## src/rtl/pps_pkg.sv

```systemverilog
package pps_pkg;
   localparam int unsigned REG_ADDR_W   = 4;
   localparam int unsigned CTRL_EN_BIT  = 0;
   localparam int unsigned CTRL_ADJ_BIT = 1;
   localparam int unsigned CTRL_PW_LSB  = 8;
   localparam int unsigned ADDR_CTRL    = 0;
   localparam int unsigned ADDR_SUB_OFF = 1;
   localparam int unsigned ADDR_SUB_CNT = 2;
   localparam int unsigned ADDR_SEC_OFF = 4;
   localparam int unsigned ADDR_SEC_CNT = 8;
   localparam int unsigned MAX_SEC_WORDS = 4;
endpackage

```

## src/rtl/pps_regs.sv

```systemverilog
module pps_regs
   import pps_pkg::*;
#(
   parameter int unsigned DATA_W = 32,
   parameter int unsigned SEC_W  = 64,
   parameter int unsigned SUB_W  = 27,
   parameter int unsigned PW_W   = 20,
   parameter int unsigned DEF_PW = 100000
) (
   input  logic                  clk,
   input  logic                  rst_n,
   input  logic                  wr_en,
   input  logic [REG_ADDR_W-1:0] wr_addr,
   input  logic [DATA_W-1:0]     wr_data,
   input  logic [REG_ADDR_W-1:0] rd_addr,
   output logic [DATA_W-1:0]     rd_data,
   input  logic [SUB_W-1:0]      sub_cnt,
   input  logic [SEC_W-1:0]      sec_cnt,
   output logic                  en,
   output logic [PW_W-1:0]       pw,
   output logic [DATA_W-1:0]     sub_off,
   output logic [SEC_W-1:0]      sec_off,
   output logic                  apply
);
   localparam int unsigned SEC_WORDS = (SEC_W + DATA_W - 1) / DATA_W;
   localparam int unsigned SEC_PAD   = SEC_WORDS * DATA_W;

   logic              en_q, pending_q, done_q;
   logic [PW_W-1:0]   pw_q;
   logic [DATA_W-1:0] sub_off_q;
   logic [SEC_PAD-1:0] sec_off_pad;
   logic [SEC_PAD-1:0] sec_cnt_pad;
   logic              ctrl_wr, start;

   assign ctrl_wr = wr_en && (wr_addr == REG_ADDR_W'(ADDR_CTRL));
   assign start   = ctrl_wr && wr_data[CTRL_EN_BIT] && wr_data[CTRL_ADJ_BIT];

   always_ff @(posedge clk or negedge rst_n) begin
      if (!rst_n) begin
         en_q      <= 1'b0;
         pw_q      <= PW_W'(DEF_PW);
         sub_off_q <= '0;
         pending_q <= 1'b0;
         done_q    <= 1'b0;
      end else begin
         if (ctrl_wr) begin
            en_q <= wr_data[CTRL_EN_BIT];
            pw_q <= wr_data[CTRL_PW_LSB +: PW_W];
         end
         if (wr_en && (wr_addr == REG_ADDR_W'(ADDR_SUB_OFF)))
            sub_off_q <= wr_data;
         if (start) begin
            pending_q <= 1'b1;
            done_q    <= 1'b0;
         end else if (pending_q && en_q) begin
            pending_q <= 1'b0;
            done_q    <= 1'b1;
         end
      end
   end

   for (genvar w = 0; w < SEC_WORDS; w++) begin : g_sec_word
      logic [DATA_W-1:0] word_q;
      always_ff @(posedge clk or negedge rst_n) begin
         if (!rst_n)
            word_q <= '0;
         else if (wr_en && (wr_addr == REG_ADDR_W'(ADDR_SEC_OFF + w)))
            word_q <= wr_data;
      end
      assign sec_off_pad[w*DATA_W +: DATA_W] = word_q;
   end

   assign sec_cnt_pad = SEC_PAD'(sec_cnt);

   always_comb begin
      rd_data = '0;
      if (rd_addr == REG_ADDR_W'(ADDR_CTRL)) begin
         rd_data[CTRL_EN_BIT]            = en_q;
         rd_data[CTRL_ADJ_BIT]           = done_q;
         rd_data[CTRL_PW_LSB +: PW_W]    = pw_q;
      end else if (rd_addr == REG_ADDR_W'(ADDR_SUB_OFF)) begin
         rd_data = sub_off_q;
      end else if (rd_addr == REG_ADDR_W'(ADDR_SUB_CNT)) begin
         rd_data = DATA_W'(sub_cnt);
      end
      for (int w = 0; w < SEC_WORDS; w++) begin
         if (rd_addr == REG_ADDR_W'(ADDR_SEC_OFF + w))
            rd_data = sec_off_pad[w*DATA_W +: DATA_W];
         if (rd_addr == REG_ADDR_W'(ADDR_SEC_CNT + w))
            rd_data = sec_cnt_pad[w*DATA_W +: DATA_W];
      end
   end

   assign en      = en_q;
   assign pw      = pw_q;
   assign sub_off = sub_off_q;
   assign sec_off = sec_off_pad[SEC_W-1:0];
   assign apply   = pending_q && en_q;
endmodule

```

## src/rtl/pps_adjust_calc.sv

```systemverilog
module pps_adjust_calc #(
   parameter int unsigned TICKS_PER_SEC = 125000000,
   parameter int unsigned SUB_W         = 27,
   parameter int unsigned DATA_W        = 32
) (
   input  logic [SUB_W-1:0]  sub_cur,
   input  logic [DATA_W-1:0] offset,
   output logic [SUB_W-1:0]  sub_next,
   output logic              carry,
   output logic              borrow
);
   localparam int unsigned CW = DATA_W + 2;
   localparam logic signed [CW-1:0] TPS_S = CW'(TICKS_PER_SEC);
   localparam logic signed [CW-1:0] ONE_S = CW'(1);

   logic signed [CW-1:0] sum, fixed;
   logic                 unused_hi;

   always_comb begin
      sum    = $signed(CW'(sub_cur)) + $signed({{2{offset[DATA_W-1]}}, offset}) + ONE_S;
      carry  = 1'b0;
      borrow = 1'b0;
      fixed  = sum;
      if (sum >= TPS_S) begin
         carry = 1'b1;
         fixed = sum - TPS_S;
      end else if (sum < 0) begin
         borrow = 1'b1;
         fixed  = sum + TPS_S;
      end
   end

   assign sub_next  = fixed[SUB_W-1:0];
   assign unused_hi = ^fixed[CW-1:SUB_W];
endmodule

```

## src/rtl/pps_time_core.sv

```systemverilog
module pps_time_core #(
   parameter int unsigned TICKS_PER_SEC = 125000000,
   parameter int unsigned SUB_W         = 27,
   parameter int unsigned SEC_W         = 64,
   parameter int unsigned PW_W          = 20,
   parameter int unsigned DATA_W        = 32
) (
   input  logic              clk,
   input  logic              rst_n,
   input  logic              en,
   input  logic [PW_W-1:0]   pw,
   input  logic              apply,
   input  logic [DATA_W-1:0] sub_off,
   input  logic [SEC_W-1:0]  sec_off,
   output logic [SUB_W-1:0]  sub_cnt,
   output logic [SEC_W-1:0]  sec_cnt,
   output logic              pps
);
   localparam logic [SUB_W-1:0] SUB_LAST = SUB_W'(TICKS_PER_SEC - 1);

   logic [SUB_W-1:0] sub_q, adj_sub;
   logic [SEC_W-1:0] sec_q;
   logic [PW_W-1:0]  pulse_left;
   logic             adj_carry, adj_borrow, wrap;

   pps_adjust_calc #(
      .TICKS_PER_SEC(TICKS_PER_SEC),
      .SUB_W        (SUB_W),
      .DATA_W       (DATA_W)
   ) i_calc (
      .sub_cur (sub_q),
      .offset  (sub_off),
      .sub_next(adj_sub),
      .carry   (adj_carry),
      .borrow  (adj_borrow)
   );

   assign wrap = (sub_q == SUB_LAST);

   always_ff @(posedge clk or negedge rst_n) begin
      if (!rst_n) begin
         sub_q      <= '0;
         sec_q      <= '0;
         pulse_left <= '0;
      end else if (!en) begin
         pulse_left <= '0;
      end else begin
         if (pulse_left != '0)
            pulse_left <= pulse_left - PW_W'(1);
         if (apply) begin
            sub_q <= adj_sub;
            sec_q <= sec_q + sec_off + SEC_W'(adj_carry) - SEC_W'(adj_borrow);
         end else if (wrap) begin
            sub_q      <= '0;
            sec_q      <= sec_q + SEC_W'(1);
            pulse_left <= pw;
         end else begin
            sub_q <= sub_q + SUB_W'(1);
         end
      end
   end

   assign sub_cnt = sub_q;
   assign sec_cnt = sec_q;
   assign pps     = (pulse_left != '0);
endmodule

```

## src/rtl/pps_timekeeper.sv

```systemverilog
module pps_timekeeper
   import pps_pkg::*;
#(
   parameter int unsigned TICKS_PER_SEC = 125000000,
   parameter int unsigned SEC_W         = 64,
   parameter int unsigned DATA_W        = 32,
   parameter int unsigned PW_W          = 20,
   parameter int unsigned DEF_PW        = 100000
) (
   input  logic                  clk,
   input  logic                  rst_n,
   input  logic                  wr_en,
   input  logic [REG_ADDR_W-1:0] wr_addr,
   input  logic [DATA_W-1:0]     wr_data,
   input  logic [REG_ADDR_W-1:0] rd_addr,
   output logic [DATA_W-1:0]     rd_data,
   output logic                  pps_out
);
   localparam int unsigned SUB_W     = $clog2(TICKS_PER_SEC);
   localparam int unsigned SEC_WORDS = (SEC_W + DATA_W - 1) / DATA_W;

   if (TICKS_PER_SEC < 2) begin : g_bad_tps
      $error("TICKS_PER_SEC must be at least 2");
   end
   if (64'(TICKS_PER_SEC) >= (64'd1 << (DATA_W - 1))) begin : g_bad_off_w
      $error("TICKS_PER_SEC must fit the signed offset range");
   end
   if (CTRL_PW_LSB + PW_W > DATA_W) begin : g_bad_pw_w
      $error("pulse width field does not fit the control word");
   end
   if (64'(DEF_PW) >= (64'd1 << PW_W)) begin : g_bad_def_pw
      $error("DEF_PW does not fit PW_W bits");
   end
   if (SEC_WORDS > MAX_SEC_WORDS) begin : g_bad_sec_w
      $error("SEC_W needs more register words than the map holds");
   end

   logic              ctrl_en, adj_apply;
   logic [PW_W-1:0]   ctrl_pw;
   logic [DATA_W-1:0] sub_off;
   logic [SEC_W-1:0]  sec_off, sec_cnt;
   logic [SUB_W-1:0]  sub_cnt;

   pps_regs #(
      .DATA_W(DATA_W),
      .SEC_W (SEC_W),
      .SUB_W (SUB_W),
      .PW_W  (PW_W),
      .DEF_PW(DEF_PW)
   ) i_regs (
      .clk    (clk),
      .rst_n  (rst_n),
      .wr_en  (wr_en),
      .wr_addr(wr_addr),
      .wr_data(wr_data),
      .rd_addr(rd_addr),
      .rd_data(rd_data),
      .sub_cnt(sub_cnt),
      .sec_cnt(sec_cnt),
      .en     (ctrl_en),
      .pw     (ctrl_pw),
      .sub_off(sub_off),
      .sec_off(sec_off),
      .apply  (adj_apply)
   );

   pps_time_core #(
      .TICKS_PER_SEC(TICKS_PER_SEC),
      .SUB_W        (SUB_W),
      .SEC_W        (SEC_W),
      .PW_W         (PW_W),
      .DATA_W       (DATA_W)
   ) i_core (
      .clk    (clk),
      .rst_n  (rst_n),
      .en     (ctrl_en),
      .pw     (ctrl_pw),
      .apply  (adj_apply),
      .sub_off(sub_off),
      .sec_off(sec_off),
      .sub_cnt(sub_cnt),
      .sec_cnt(sec_cnt),
      .pps    (pps_out)
   );
endmodule

```

## config.mk

```make
export PLATFORM = sky130hd
export DESIGN_NAME = pps_timekeeper
export DESIGN_NICKNAME = d
export VERILOG_FILES = /design/src/rtl/pps_pkg.sv /design/src/rtl/pps_regs.sv /design/src/rtl/pps_adjust_calc.sv /design/src/rtl/pps_time_core.sv /design/src/rtl/pps_timekeeper.sv
export SDC_FILE = /design/constraint.sdc
export NUM_CORES = 1
export LEC_CHECK = 0
export BUFFER_PORTS_ARGS = -buffer_cell sky130_fd_sc_hd__clkbuf_2
export CORE_ASPECT_RATIO = 0.6
export CORE_UTILIZATION = 35
export CTS_BUF_LIST = sky130_fd_sc_hd__clkbuf_8
export CTS_CLUSTER_SIZE = 16
export DETAILED_ROUTE_END_ITERATION = 12
export PLACE_DENSITY = 0.56
export SYNTH_ARGS = -nofsm -noshare
export SYNTH_HDL_FRONTEND = slang
export SYNTH_SLANG_ARGS = --single-unit
```

## constraint.sdc

```tcl
create_clock -name clk -period 6.3 [get_ports clk]
set_clock_uncertainty 0.1 [all_clocks]
set_input_delay 0.315 -clock clk [delete_from_list [all_inputs] [get_ports clk]]
set_output_delay 0.315 -clock clk [all_outputs]
set_load 0.02 [all_outputs]
```

==> run metrics <==
setup repair after global routing missed its margin yes; number of buffers between clock root and the deepest sink 3; global-route wire length before repair about 130000 um; cell area after synthesis ~21000 um^2; cell type of the slowest stage on the worst timing path or4_4; share of cell area taken by muxes after synthesis 0.0552; Port Buffers 75; largest vdd supply drop 0.211 mV; std cell rows about 70; final setup violation count 8; number of sinks on the clock net 230; most repeated library cell on the critical path buf_4; layout cell share with drive strength beyond 1 0.224; sequential-to-total area share from yosys stat 0.276; Skew-Pair Late Insertion Delay 0.62 ns; final setup slack of the worst path -0.457 ns; count of flip-flops with a built-in enable after synthesis 0; Total Routing Usage GR 0.284; failing checks negative setup slack; worst relative slew slack 0.0823; unique cell type count in the Yosys netlist 92; antenna violations before repair 5; worst reg-to-reg setup slack -0.46 ns; static leakage power 11.9 nW; post-route clock period utilization 1.07; DR vias 22534; final std cell area, no fill 26000 um^2; worst hold margin 0.199 ns; area growth from synthesis to layout 24.1%; fraction of the mapped netlist area in compound gates 0.260; outcome complete, but fails checks; Setup crit start kind flop; average footprint of a synthesized cell 7.73 um^2; arrival time reported for the critical path endpoint approximately 7.2 ns; total detailed-routing wirelength just under 90000 um; count of nets after finishing 3228; Post-DP Area 23900 um^2; average vias per placed instance 5.89; core area 58300 um^2; data required time of the worst path about 6.7 ns; post-synthesis share of cell area spent on and, or, nand and nor gates 0.190; peak per-stage delay on the critical path 0.58 ns; Worst Path Max Fanout 3; count of maximum capacitance violations 0; post-synthesis sequential element count 230; initial core utilization 0.359; I/O pin count 76; capturing element type of the critical path flop; sum of net half-perimeters after detailed placement 68500 um; Async S/R FF share, synth 1.00; total CTS buffers 38; number of warnings reported in the yosys synthesis log 0; die extent in y 191 um; Die Outline Area 60800 um^2; RD Place Congestion 1.02; number of detailed-routing iterations run before antenna repair 7; beginning of the critical path i_core.sub_cnt[0]; number of nets produced by synthesis 2911; final global-route overflow total 0; commonest non-fill, non-tap cells in the layout buf_4, inv_1, a21oi_1; CTS root buffer clkbuf_8; Iter 0 DRT Violations 2825; Worst-Margin Slew between 1 and 1.5 ns; Hold Fails Final Rpt 0; die width 318 um; clock-pin slew of the registers on the worst-case setup and hold paths roughly 0.07 ns; xor and xnor area share after synthesis 0.0401; Total Power 11.4 mW; commonest register cell after synthesis dfrtp_1; WL/cell 23.0 um; clock tree from TritonCTS done; remaining antenna violation count 0; dominant combinational cell family by area after synthesis compound AO/OA/AOI/OAI gates; reg-to-reg critical path startpoint i_core.sub_cnt[0]; vias in the first global route 21299; highest clock frequency the design can meet 148 MHz; P per Cell Area 441 nW/um^2; clock period minus worst slack a little under 7 ns; Worst Setup Path Type reg2reg; Final Max Tran Viols 0; most common cell after layout, fill and taps aside buf_4; final routed DRC violation total 0; Hold WC Path Type in2async; Reg-to-Reg End i_core.sec_cnt[62]; cell count after synthesis 2707; Post-Synth Adder-Cell Area 0.0974; maximum number of pins on one net before global-route repair 159; path depth of the worst reg2reg path 30; Clock H-tree levels 2
-- worst max path at each step --
stage | to | slack (ns) | cells after the start
final | i_core.sec_cnt[62] | -0.46 | 30
after global routing | i_core.sec_cnt[62] | -0.74 | 30
after CTS | i_core.sec_cnt[62] | -0.32 | 31
after detailed placement | i_core.sec_cnt[58] | -0.95 | 29
after global placement | i_core.sec_cnt[58] | -0.84 | 29
after floorplan | i_core.sec_cnt[58] | 0.02 | 29
-- sequential cells by signal (all words and copies together), names as in the netlist --
register,flops
i_core.pulse_left,20
i_core.sec_cnt,64
i_core.sub_cnt,27
i_regs.done_q,1
i_regs.en,1
i_regs.g_sec_word.word_q,64
i_regs.pending_q,1
i_regs.pw,20
i_regs.sub_off,32
-- synth_stat cells, types with 36 or more instances --
library cell | instances | area [um^2]
o22ai_1 | 47 | 294
nand2_1 | 231 | 867
mux2_2 | 87 | 980
clkbuf_1 | 119 | 447
ha_1 | 158 | 1980
a21o_1 | 55 | 413
xnor2_1 | 58 | 508
nand3_1 | 91 | 455
dfrtp_1 | 224 | 5610
nor3_1 | 78 | 390
o21ai_0 | 196 | 981
nand4_1 | 53 | 332
a21oi_1 | 261 | 1310
xor2_1 | 36 | 315
nor2_1 | 176 | 661
inv_1 | 289 | 1080
-- what timing repair did --
action                     in CTS  in global routing
resized for setup              47                 84
setup endpoints to repair      34                 52
cloned                          0                  0
hold buffers                   34                  0
pin swaps                      26                 63
hold endpoints to repair      188                  0
setup buffers                  24                 22
-- critical path: cells and delay by family (launching register included) --
kind,cells,cell delay [ns]
and+or+nand+nor,9,2.03
DFF,1,0.39
buffers and inverters,5,0.70
AOI/OAI and AO/OA,12,2.36
adders and majority gates,4,1.09
-- stage by stage --
step           worst slack (ns)  std cells   util  TNS, ns
2_1_floorplan            0.0226       2707      -        0
3_3_place_gp             -0.840       3680  0.410   -11.24
3_5_place_dp             -0.949       3680  0.410   -13.42
4_1_cts                  -0.317       3805  0.436    -1.53
5_1_grt                  -0.735       3824  0.445    -5.55
6_report                 -0.457       3824  0.445    -1.65
-- cells by family after synthesis --
family                     after synthesis
AOI/OAI and AO/OA                      857
xor gates and xnor gates                95
adders and majority gates              161
buffers and inverters                  440
DFF                                    230
muxes                                  104
and+or+nand+nor                        820
-- power by group --
part	total [mW]	leakage [nW]	internal, mW	switching [mW]
Clock	1.49	0.437	0.765	0.722
Combinational	7.92	8.50	3.41	4.51
Sequential	2.03	2.95	1.77	0.265
-- per-layer routing --
metal  vias up  wire length [um]  GRT usage
met5         -               119     0.0143
met4         2              1200     0.0499
met3        87             10900     0.0933
met2      1143             32200      0.366
met1     10930             43300      0.444
li1      10372                 -          -
-- area by class of cell --
cell class,instances,area [um^2]
diodes,3,7.51
clock buffers,44,606
clock inverters,23,188
fillers,5885,32300
inverters,290,1090
multi-input cells,2037,14100
flip-flops and latches,230,5760
well taps,770,963
repair buffers,427,3190
Note: power is estimated with default switching activity, not from simulation.
